<file path="config.mk">
export PLATFORM = sky130hd
export DESIGN_NAME = pt_walker
export DESIGN_NICKNAME = d
export VERILOG_FILES = /design/src/rtl/pw_pkg.sv /design/src/rtl/pw_decode.sv /design/src/rtl/pw_fsm.sv /design/src/rtl/pw_capture.sv /design/src/rtl/pt_walker.sv
export SDC_FILE = /design/constraint.sdc
export NUM_CORES = 1
export LEC_CHECK = 0
export BUFFER_PORTS_ARGS = -buffer_cell sky130_fd_sc_hd__buf_4
export CORE_MARGIN = 2
export CORE_UTILIZATION = 45
export DETAILED_ROUTE_END_ITERATION = 7
export PLACE_DENSITY = 0.73
export SLEW_MARGIN = 20
export SYNTH_ARGS = -nofsm -noshare
export SYNTH_HDL_FRONTEND = slang
export SYNTH_SLANG_ARGS = --single-unit
</file>
<file path="constraint.sdc">
create_clock -name clk -period 2.95 [get_ports clk]
set_clock_uncertainty 0.1 [all_clocks]
set_input_delay 0.295 -clock clk [delete_from_list [all_inputs] [get_ports clk]]
set_output_delay 0.295 -clock clk [all_outputs]
set_load 0.05 [all_outputs]
</file>
<file path="src/rtl/pw_pkg.sv">
package pw_pkg;
  localparam int AW        = 32;
  localparam int L1_IDX_W  = 12;
  localparam int L2_IDX_W  = 8;
  localparam int OFF_W     = AW - L1_IDX_W - L2_IDX_W;
  localparam int L2B_LSB   = 10;
  localparam int ENT_BYTES = 4;
  localparam int ENT_SH    = $clog2(ENT_BYTES);
  localparam int L2_VLD_B  = 1;
  localparam int RD_B      = 2;
  localparam int WR_B      = 3;
  localparam int F_L1_B    = 16;
  localparam int F_L2_B    = 17;
  localparam int F_PERM_B  = 18;

  typedef enum logic [4:0] {
    ST_IDLE  = 5'b00001,
    ST_L1    = 5'b00010,
    ST_L2    = 5'b00100,
    ST_DONE  = 5'b01000,
    ST_FAULT = 5'b10000
  } walk_st_t;

  function automatic logic [AW-1:0] l1_entry_addr(input logic [AW-1:0] base,
                                                  input logic [AW-1:0] va);
    return base + {{(AW-L1_IDX_W-ENT_SH){1'b0}}, va[AW-1 -: L1_IDX_W], {ENT_SH{1'b0}}};
  endfunction

  function automatic logic [AW-1:0] l2_entry_addr(input logic [AW-1:0] l1e,
                                                  input logic [AW-1:0] va);
    return {l1e[AW-1:L2B_LSB], {L2B_LSB{1'b0}}}
         + {{(AW-L2_IDX_W-ENT_SH){1'b0}}, va[OFF_W +: L2_IDX_W], {ENT_SH{1'b0}}};
  endfunction

  function automatic logic [AW-1:0] phys_addr(input logic [AW-1:0] l2e,
                                              input logic [AW-1:0] va);
    return {l2e[AW-1:OFF_W], va[OFF_W-1:0]};
  endfunction

  function automatic logic [AW-1:0] fault_word(input int bitpos);
    return {{(AW-1){1'b0}}, 1'b1} << bitpos;
  endfunction
endpackage

</file>
<file path="src/rtl/pw_decode.sv">
module pw_decode
  import pw_pkg::*;
(
  input  logic [AW-1:0] entry,
  input  logic          is_write,
  output logic          l1_ok,
  output logic          l2_ok,
  output logic          perm_ok
);
  always_comb begin
    l1_ok   = (entry[1:0] == 2'b01);
    l2_ok   = entry[L2_VLD_B];
    perm_ok = is_write ? entry[WR_B] : entry[RD_B];
  end
endmodule

</file>
<file path="src/rtl/pw_fsm.sv">
module pw_fsm
  import pw_pkg::*;
(
  input  logic     clk,
  input  logic     rst_n,
  input  logic     req_fire,
  input  logic     rd_ack,
  input  logic     l1_ok,
  input  logic     l2_ok,
  input  logic     perm_ok,
  output walk_st_t state
);
  walk_st_t nxt;

  always_comb begin
    nxt = state;
    unique case (state)
      ST_IDLE:  if (req_fire) nxt = ST_L1;
      ST_L1:    if (rd_ack) nxt = l1_ok ? ST_L2 : ST_FAULT;
      ST_L2:    if (rd_ack) nxt = (l2_ok && perm_ok) ? ST_DONE : ST_FAULT;
      ST_DONE:  nxt = ST_IDLE;
      ST_FAULT: nxt = ST_IDLE;
      default:  nxt = ST_IDLE;
    endcase
  end

  always_ff @(posedge clk or negedge rst_n)
    if (!rst_n) state <= ST_IDLE;
    else        state <= nxt;
endmodule

</file>
<file path="src/rtl/pw_capture.sv">
module pw_capture
  import pw_pkg::*;
(
  input  logic          clk,
  input  logic          rst_n,
  input  logic          fault_evt,
  input  logic [AW-1:0] va,
  input  logic [AW-1:0] entry,
  input  logic          clear,
  output logic          held,
  output logic [AW-1:0] cap_va,
  output logic [AW-1:0] cap_entry
);
  always_ff @(posedge clk or negedge rst_n) begin
    if (!rst_n) begin
      held      <= 1'b0;
      cap_va    <= '0;
      cap_entry <= '0;
    end else if (fault_evt) begin
      held      <= 1'b1;
      cap_va    <= va;
      cap_entry <= entry;
    end else if (clear) begin
      held      <= 1'b0;
      cap_va    <= '0;
      cap_entry <= '0;
    end
  end
endmodule

</file>
<file path="src/rtl/pt_walker.sv">
module pt_walker
  import pw_pkg::*;
(
  input  logic          clk,
  input  logic          rst_n,
  input  logic          base_wr,
  input  logic [AW-1:0] base_din,
  input  logic          req_valid,
  input  logic          req_write,
  input  logic [AW-1:0] req_va,
  output logic          req_ready,
  output logic          mem_rd_valid,
  output logic [AW-1:0] mem_rd_addr,
  input  logic          mem_rd_ack,
  input  logic [AW-1:0] mem_rd_data,
  output logic          rsp_valid,
  output logic          rsp_ok,
  output logic [AW-1:0] rsp_pa,
  output logic [AW-1:0] rsp_fault,
  input  logic          flt_clear,
  output logic          flt_held,
  output logic [AW-1:0] flt_va,
  output logic [AW-1:0] flt_entry
);
  walk_st_t      state_q;
  logic [AW-1:0] base_q, va_q, l1e_q, pa_q, code_q;
  logic          wr_q;
  logic          l1_ok, l2_ok, perm_ok;
  logic          req_fire, l1_evt, l2_evt, fault_evt;

  assign req_ready = (state_q == ST_IDLE);
  assign req_fire  = req_valid && req_ready;
  assign l1_evt    = (state_q == ST_L1) && mem_rd_ack;
  assign l2_evt    = (state_q == ST_L2) && mem_rd_ack;
  assign fault_evt = (l1_evt && !l1_ok) || (l2_evt && !(l2_ok && perm_ok));

  pw_decode u_dec (
    .entry    (mem_rd_data),
    .is_write (wr_q),
    .l1_ok    (l1_ok),
    .l2_ok    (l2_ok),
    .perm_ok  (perm_ok)
  );

  pw_fsm u_fsm (
    .clk      (clk),
    .rst_n    (rst_n),
    .req_fire (req_fire),
    .rd_ack   (mem_rd_ack),
    .l1_ok    (l1_ok),
    .l2_ok    (l2_ok),
    .perm_ok  (perm_ok),
    .state    (state_q)
  );

  pw_capture u_cap (
    .clk       (clk),
    .rst_n     (rst_n),
    .fault_evt (fault_evt),
    .va        (va_q),
    .entry     (mem_rd_data),
    .clear     (flt_clear),
    .held      (flt_held),
    .cap_va    (flt_va),
    .cap_entry (flt_entry)
  );

  always_ff @(posedge clk or negedge rst_n) begin
    if (!rst_n) begin
      base_q <= '0;
      va_q   <= '0;
      wr_q   <= 1'b0;
      l1e_q  <= '0;
      pa_q   <= '0;
      code_q <= '0;
    end else begin
      if (base_wr && req_ready) base_q <= base_din;
      if (req_fire) begin
        va_q   <= req_va;
        wr_q   <= req_write;
        code_q <= '0;
      end
      if (l1_evt) begin
        l1e_q <= mem_rd_data;
        if (!l1_ok) code_q <= fault_word(F_L1_B);
      end
      if (l2_evt) begin
        pa_q <= phys_addr(mem_rd_data, va_q);
        if (!l2_ok)        code_q <= fault_word(F_L2_B);
        else if (!perm_ok) code_q <= fault_word(F_PERM_B);
      end
    end
  end

  always_comb begin
    mem_rd_valid = (state_q == ST_L1) || (state_q == ST_L2);
    mem_rd_addr  = (state_q == ST_L2) ? l2_entry_addr(l1e_q, va_q)
                                      : l1_entry_addr(base_q, va_q);
    rsp_valid    = (state_q == ST_DONE) || (state_q == ST_FAULT);
    rsp_ok       = (state_q == ST_DONE);
    rsp_pa       = (state_q == ST_DONE)  ? pa_q   : '0;
    rsp_fault    = (state_q == ST_FAULT) ? code_q : '0;
  end
endmodule

</file>
==> results.ini, run 1 <==
[final_layout]
fin_nets = 1477
area_growth_pct = 48.0
fin_util_pct = 68.3
fin_area_sq_um = 15000
drive_above_1_share_pct = 35.8
fillCellCount = 1616
final_cells = 1659

[clock_network]
clk_latency_ps = 510
cts_max_level = 1
clkSlewWorstSetupHoldPaths_ps = 60
cts.root.buffer_cell = clkbuf_16
cts_buffers = 25
cts_buffer_depth = 3
clock-sinks = 221
cts_tree = yes

[floorplan]
start_util_pct = 46.1
die_x_microns = 154
ios = 268
die_area_sq_um = 23700
dieHeight_microns = 154
row_count = 54
core_area_sq_um = 22000

[yosys]
avgSynthCellArea_sq_um = 10.4
yosys.area_share.adder_pct = 1.68
synth_top_family_by_area = simple AND/OR/NAND/NOR gates
yosysMostFrequentCell = dfrtp_1
synth_compound_area_share_pct = 10.7
synth_edf_count = 0
synth_top_area_share_pct = 54.4
syn_area_sq_um = 10100
synth.yosys.seq_area_share_pct = 54.6
synth_common_cells = dfrtp_1 (220), nand2_1 (91), o21ai_0 (79), inv_1 (71), and2_1 (66)
async_reset_ff_share_pct = 100
yosys_warnings = 0
synth-simple-area-share_pct = 18.4
yosys_register_bits = 221
ys_types = 47
yosys.area_share.xor_xnor_pct = 1.30
synth_area_leaders = dfrtp_1 (54%), mux2_2 (7.2%), nand3b_1 (4.7%)
synth_top_area_cell = dfrtp_1
muxShareOfSynthArea_pct = 7.52
synth_flop_cell = dfrtp_1
synth_nets = 1093
syn_inst = 977

[setup_path]
critPathArrivalTime_ps = 3040
crit_type = flop to output pin
crit_path_max_fanout = 4
start_kind = flop
cp-end-kind = output pin
crit_required_ps = 2560

[placed_design]
port_buffers = 267
gp_congestion = 0.899
place_inst = 1497
dp_hpwl_microns = 19200
placed_area_sq_um = 12600

[sta]
fin_crit_ps = 3430
setup_slack_ps = -481
setup-tns-final_ps = -7090
hold_viol = 0
drv_slew = 0
setup_violations = 23
fmax_ghz = 0.291
relSlewSlack_pct = 48.9
max_slew.worst_pin.slew_ps = 764
grt_setup_unrepaired = true
final.period_utilization_pct = 116

[global_routing]
grtUsageTotal_pct = 24.9
globalRouteOverflowTotal = 0
grt_pass1_vias = 8884
grt_pass1_wl_microns = 47300
grt_max_degree = 87
antenna_found_initial = 1

[routing]
antenna_left = 0
drtIter0Drc = 476
first_pass_iters = 5
wl_per_cell_microns = 18.0
drc_errors = 0
routed_via_density = 5.18
route.vias.total = 8601
wl_microns = 29900

[power_and_ir_drop]
leakage_nw = 7.39
power_density_nw_per_um2 = 1090
ir_worst_vdd_uv = 2120

[worst_hold_path]
hold_path.class = input port to flop

[outcome]
violations = negative setup slack
status = complete, but fails checks

[run]
cap_violations = 0

## worst max-delay path, cell delays in order, from the launching register on
cell and delay, ps:
dfrtp_1 410, ha_2 200, fa_2 350, a21o_1 190, a221oi_2 290, o21ai_2 170
buf_4 160, buf_6 130, a31oi_4 180, xor2_2 100, a21oi_2 170, buf_6 180
## layout make-up
| cell class | count | area [sq um] | share of cell area, % |
|---|---|---|---|
| antenna | 1 | 2.50 | 0.0167 |
| clock buffer | 31 | 688 | 4.59 |
| sequential | 221 | 5530 | 36.9 |
| multi-input combinational | 623 | 4380 | 29.2 |
| clock inverter | 13 | 155 | 1.04 |
| inverter | 71 | 267 | 1.78 |
| tap | 280 | 350 | 2.34 |
| timing repair buffer | 419 | 3610 | 24.1 |
## state kept, by name, summed over array words and instances, names as in the netlist, 5 cells and up
signal           flops
code_q              32
pa_q                32
u_cap.cap_entry     32
u_cap.cap_va        32
u_fsm.state          5
l1e_q               22
base_q              32
va_q                32
## routing by layer
layer	vias to the layer above	part of all wire, %	track usage [%]
met4	0	3.3	8.28
met3	62	5.8	3.97
met2	261	48	41.0
met1	4176	43	33.8
li1	4102	-	-
met5	-	0	0
## report_power, final
group	total (mW)	switching (mW)	internal, mW	leakage (nW)
Sequential	4.49	0.638	3.85	2.89
Combinational	8.75	5.25	3.50	4.09
Clock	3.15	1.24	1.92	0.410
Total	16.4	7.13	9.27	7.39
## timing repair
action                                 CTS  global route
gates resized for setup                 50            33
hold buffers                            99             0
setup buffers                           10             8
pin swaps                               26            21
endpoints found under the hold margin  203             0
setup endpoints to repair               29            30
cloned                                   1             0
## placed cells by master, fill, tap and decap left out, types with 5 or more instances in the layout
cell type,instances
a31oi_4,6
xor2_1,10
or3_1,5
nand2_1,87
a21oi_2,5
ha_1,8
buf_6,25
buf_4,285
clkbuf_16,25
clkinv_2,5
o21ai_1,73
o21ai_0,67
mux2_2,65
nand3_1,10
a31oi_2,5
inv_1,71
a21oi_1,11
and3_1,36
dlygate4sd3_1,99
nor2_1,21
a21o_1,5
nand3b_1,64
and2_1,65
buf_12,6
dfrtp_1,219
## metrics by stage
stage	power (mW)	hold slack, ps	setup WS (ps)
floorplan	9.48	-101	-269
global placement	11.7	243	-3.63
detailed placement	11.8	249	-73.8
CTS	15.8	66.0	-446
global route	17.2	64.1	-578
finish	16.4	86.8	-481
## worst paths after layout
check	depth (start not counted)	slack, ps	startpoint	endpoint
max	11	-480	base_q[2]	mem_rd_addr[12]
min reg2reg	2	370	pa_q[6]	pa_q[6]
min	3	90	mem_rd_data[31]	u_cap.cap_entry[31]
max in group asynchronous	3	1630	rst_n	u_cap.cap_va[14]
max reg2reg	7	350	u_fsm.state[0]	code_q[1]
min in group asynchronous	2	290	rst_n	base_q[0]
## cells by family (layout without fill, tap and decap cells)
logic type,Yosys count,count (layout)
fa+ha+maj,13,13
mux,68,68
buf+inv,133,534
xor+xnor,15,15
compound gates,197,197
flops,221,221
other cells,0,1
simple gates,330,330
(Power assumes the default switching activity.)
==> run 2, diff against run 1 <==
--- a/config.mk
+++ b/config.mk
@@ -6,10 +6,11 @@
 export NUM_CORES = 1
 export LEC_CHECK = 0
 export BUFFER_PORTS_ARGS = -buffer_cell sky130_fd_sc_hd__buf_4
+export CORE_ASPECT_RATIO = 0.75
 export CORE_MARGIN = 2
-export CORE_UTILIZATION = 45
+export CORE_UTILIZATION = 35
 export DETAILED_ROUTE_END_ITERATION = 7
-export PLACE_DENSITY = 0.73
+export PLACE_DENSITY = 0.6
 export SLEW_MARGIN = 20
 export SYNTH_ARGS = -nofsm -noshare
 export SYNTH_HDL_FRONTEND = slang
==> results.ini, run 2 (same netlist as run 1, synthesis figures left out) <==
[run]
cap_violations = 0

[placed_design]
gp_congestion = 0.784
dp_hpwl_microns = 20700
port_buffers = 267
placed_area_sq_um = 12700
dp_slack_ps = -134

[sta]
setup_violations = 23
grt_setup_unrepaired = true
max_slew.worst_pin.slew_ps = 789
setup-tns-final_ps = -6380
final.period_utilization_pct = 114
fin_crit_ps = 3360
holdWs_ps = 23.8
hold_viol = 0
setup_slack_ps = -410
fmax_ghz = 0.298
relSlewSlack_pct = 47.4
drv_slew = 0

[setup_path]
crit_type = flop to output pin
crit_path_max_fanout = 8
critPathArrivalTime_ps = 2960
crit_slowest_cell = dfrtp_1
reg2reg_setup_slack_ps = 430
cp_cell_sequence = ha_2 -> fa_2 -> a21o_4 -> a221oi_4 -> o21ai_4 -> a211oi_2 -> buf_6 -> o31ai_1 -> a31oi_4 -> buf_6
cp-end-kind = output pin
max_stage_delay_ps = 380
cp_common_cell = buf_6
start_kind = flop
crit_required_ps = 2560
critPathLaunch = base_q[2]
reg2reg_from = u_fsm.state[3]

[routing]
drc_errors = 0
wl_met3_microns = 1590
drtIter0Drc = 389
wl_per_cell_microns = 17.6
dr.max_layer_used = met4
first_pass_iters = 5
wl_met2_microns = 13900
antenna_left = 0
wl_microns = 30800
route.vias.total = 8446
routed_via_density = 4.82
met1_length_microns = 14700

[floorplan]
start_util_pct = 35.9
die_x_microns = 200
ios = 268
core_area_sq_um = 28200
die_area_sq_um = 30300
dieHeight_microns = 151
row_count = 53

[clock_network]
clkSlewWorstSetupHoldPaths_ps = 60
clk_latency_ps = 510
cts_max_level = 1
cts_buffer_depth = 3
cts.root.buffer_cell = clkbuf_16
cts_tree = yes
clock-sinks = 221
cts_buffers = 25

[outcome]
violations = negative setup slack
status = complete, but fails checks

[global_routing]
globalRouteOverflowTotal = 0
grt_pass1_wl_microns = 48000
antenna_found_initial = 1
grtUsageTotal_pct = 19.8
grt_pass1_vias = 8517
grt_max_degree = 73

[final_layout]
final_cell_mix = buf_4 (272), dfrtp_1 (220), dlygate4sd3_1 (97)
fin_util_pct = 53.4
fin_area_sq_um = 15100
fillCellCount = 2538
fin_nets = 1466
drive_above_1_share_pct = 35.5
area_growth_pct = 49.0
final_common_cell = buf_4

[power_and_ir_drop]
p_switching_mw = 7.11
pwr-share-comb_pct = 53.5
clockPowerShare_pct = 18.9
intPower_mw = 9.16
swShare_pct = 43.7
ir_worst_vdd_uv = 761
power_density_nw_per_um2 = 1080
leakage_nw = 7.32
pwr-share-seq_pct = 27.7

[worst_hold_path]
hold_path.class = input port to flop
min_from = mem_rd_data[0]

-- run 2: changes by cell type in the layout (fill, tap and decap cells not counted), moves of 3 or more --
cell | before | now
buf_4 | 285 | 272
clkbuf_1 | 2 | 5
clkinvlp_4 | 3 | 0
ha_1 | 8 | 4
ha_4 | 2 | 6
o21ai_0 | 67 | 62
-- run 2: through the flow --
stage | instances | power, mW
floorplan | 977 | 9.48
global placement | 1598 | 11.8
detailed placement | 1598 | 11.9
CTS | 1744 | 15.9
global route | 1751 | 17.2
finish | 1752 | 16.3
-- run 2: metal layers --
layer	vias up	GRT usage (%)
met5	-	0
met4	0	4.11
met3	46	3.92
met2	212	31.6
met1	4105	28.1
li1	4083	-
-- run 2: power by group through the flow --
stage	logic (mW)	clock network [mW]	registers, mW
floorplan	4.79	0	4.69
finish	8.70	3.07	4.50
global placement	7.34	0	4.45
global route	9.24	3.29	4.62
CTS	8.27	3.16	4.48
detailed placement	7.39	0	4.49
-- run 2: final cells by class --
type,count,area (sq um),area share (%)
Sequential cell,221,5530,36.7
Multi-Input combinational cell,623,4480,29.7
Timing Repair Buffer,408,3530,23.4
Clock buffer,34,699,4.63
Tap cell,385,482,3.19
Inverter,71,267,1.77
Clock inverter,8,96.3,0.638
Antenna cell,2,5.00,0.0332
-- run 2: repair_timing --
item | CTS | global route
endpoints found under the hold margin | 198 | 0
buffers inserted | 8 | 6
gates resized for setup | 68 | 36
hold buffers | 97 | 0
setup endpoints to repair | 27 | 29
pin swaps | 20 | 20
-- run 2: path summary, 6_finish.rpt --
path | end | depth (start not counted)
setup reg to reg | u_cap.cap_va[17] | 7
setup / recovery | mem_rd_addr[30] | 10
min in group asynchronous | code_q[10] | 2
hold reg to reg | pa_q[6] | 2
max in group asynchronous | u_cap.cap_entry[5] | 3
hold / removal | u_cap.cap_entry[0] | 3
-- run 2: worst max-delay path, delay by kind of cell, from the launching register on --
family	cells	cell delay [ps]
buf+inv	2	350
compound gates	6	1160
fa+ha+maj	2	550
flops	1	380
==> run 3, diff against run 2 <==
--- a/config.mk
+++ b/config.mk
@@ -10,8 +10,9 @@
 export CORE_MARGIN = 2
 export CORE_UTILIZATION = 35
 export DETAILED_ROUTE_END_ITERATION = 7
-export PLACE_DENSITY = 0.6
+export REMOVE_ABC_BUFFERS = 1
 export SLEW_MARGIN = 20
 export SYNTH_ARGS = -nofsm -noshare
 export SYNTH_HDL_FRONTEND = slang
 export SYNTH_SLANG_ARGS = --single-unit
+export TNS_END_PERCENT = 5
==> results.ini, run 3 (same netlist as run 1, synthesis figures left out) <==
[outcome]
status = complete, but fails checks
violations = negative setup slack

[routing]
wl_microns = 29000
route.vias.total = 8309
first_pass_iters = 4
drtIter0Drc = 318
wl_per_cell_microns = 16.6
antenna_left = 0
routed_via_density = 4.75
drc_errors = 0

[sta]
setup_slack_ps = -484
max_slew.worst_pin.slew_ps = 735
fin_crit_ps = 3430
fmax_ghz = 0.291
final.period_utilization_pct = 116
hold_viol = 0
relSlewSlack_pct = 51.0
setup-tns-final_ps = -6000
grt_setup_unrepaired = true
drv_slew = 0
setup_violations = 23
holdWs_ps = 17.3

[floorplan]
ios = 268
die_area_sq_um = 30300
dieHeight_microns = 151
row_count = 53
start_util_pct = 35.9
core_area_sq_um = 28200
die_x_microns = 200

[clock_network]
clock-sinks = 221
cts_buffer_depth = 3
clkSlewWorstSetupHoldPaths_ps = 60
cts_buffers = 24
cts.root.buffer_cell = clkbuf_16
cts_max_level = 1
clk_latency_ps = 510
cts_tree = yes

[setup_path]
crit_slowest_cell = or4_1
crit_family = compound AO/OA/AOI/OAI gates
cp-end-kind = output pin
start_kind = flop
max_stage_delay_ps = 490
cp_cell_sequence = ha_1 -> a21o_1 -> a221oi_2 -> buf_4 -> o21ai_4 -> a211oi_2 -> buf_4 -> or4_1 -> a31oi_1 -> buf_4
cp.buffers_inverters = 3
crit_type = flop to output pin
crit_required_ps = 2560
critPathArrivalTime_ps = 3040
cp_common_cell = buf_4
crit_path_max_fanout = 8

[power_and_ir_drop]
total_power_mw = 15.4
ir_worst_vdd_uv = 968
leakage_nw = 7.24
power_density_nw_per_um2 = 1050

[final_layout]
fin_nets = 1461
fin_area_sq_um = 14700
final_common_cell = buf_4
area_growth_pct = 44.7
fin_util_pct = 51.9
drive_above_1_share_pct = 32.4
final_cell_mix = buf_4 (286), dfrtp_1 (220), dlygate4sd3_1 (99)
final_cells = 1748

[placed_design]
placed_area_sq_um = 12700
port_buffers = 267
dp_slack_ps = -108
place_inst = 1603
dp_hpwl_microns = 19800
gp_congestion = 0.804

[global_routing]
globalRouteOverflowTotal = 0
grt_use_met3_pct = 3.42
grt_max_degree = 94
grt_use_met1_pct = 27.7
antenna_found_initial = 0
grtUsageTotal_pct = 19.1
top_usage_layer = met2
grt_pass1_wl_microns = 46800
grt_use_met2_pct = 30.1
grt_pass1_vias = 8599

[worst_hold_path]
hold_path.class = input port to flop

[run]
cap_violations = 0

## run 3: cell types whose count changed in the layout (fill, tap and decap cells not counted), sizes merged
cell         change
dlygate4sd3      +2
inv              -1
buf              -6
clkbuf           +2
diode            -1
## run 3: metal layers
metal	part of all wire, %	up-vias
li1	-	4071
met1	49	4015
met2	45	193
met3	4.6	30
met4	1.7	0
met5	0	-
## run 3: repair_timing
item,4_1_cts,5_1_grt
hold buffers,99,0
resized for setup,26,12
endpoints found under the hold margin,215,0
setup buffers,1,1
setup endpoints to repair,31,25
pin swaps,13,8
## run 3: worst paths after layout
path | to | slack [ps] | from | depth (start not counted)
worst max register to register | u_cap.cap_entry[11] | 420 | u_fsm.state[3] | 7
max in group asynchronous | u_cap.cap_va[2] | 1660 | rst_n | 3
worst min register to register | pa_q[11] | 370 | pa_q[11] | 2
worst min-delay path | u_cap.cap_entry[24] | 20 | mem_rd_data[24] | 3
min in group asynchronous | code_q[10] | 310 | rst_n | 2
worst max-delay path | mem_rd_addr[30] | -480 | va_q[24] | 10
## run 3: area by class of cell
type | instances | area [sq um]
sequential | 221 | 5530
inverter | 71 | 267
clock buffer | 36 | 737
fill | 2602 | 13600
tap | 385 | 482
multi-input combinational | 623 | 4140
antenna | 1 | 2.50
timing repair buffer | 404 | 3420
clock inverter | 7 | 85.1
## run 3: report_power, final
group	internal, mW	leakage, nW	switching, mW
Combinational	2.98	3.94	4.88
Sequential	3.85	2.89	0.584
Clock	1.89	0.411	1.23
Total	8.72	7.24	6.69
## run 3: worst register-to-register path, stage by stage (launching register included)
cell and delay [ps]:
dfrtp_1 420, or3_1 430, or3b_1 470, a31oi_2 250
o21ai_4 180, buf_12 240, nand3b_1 230, o21ai_1 80
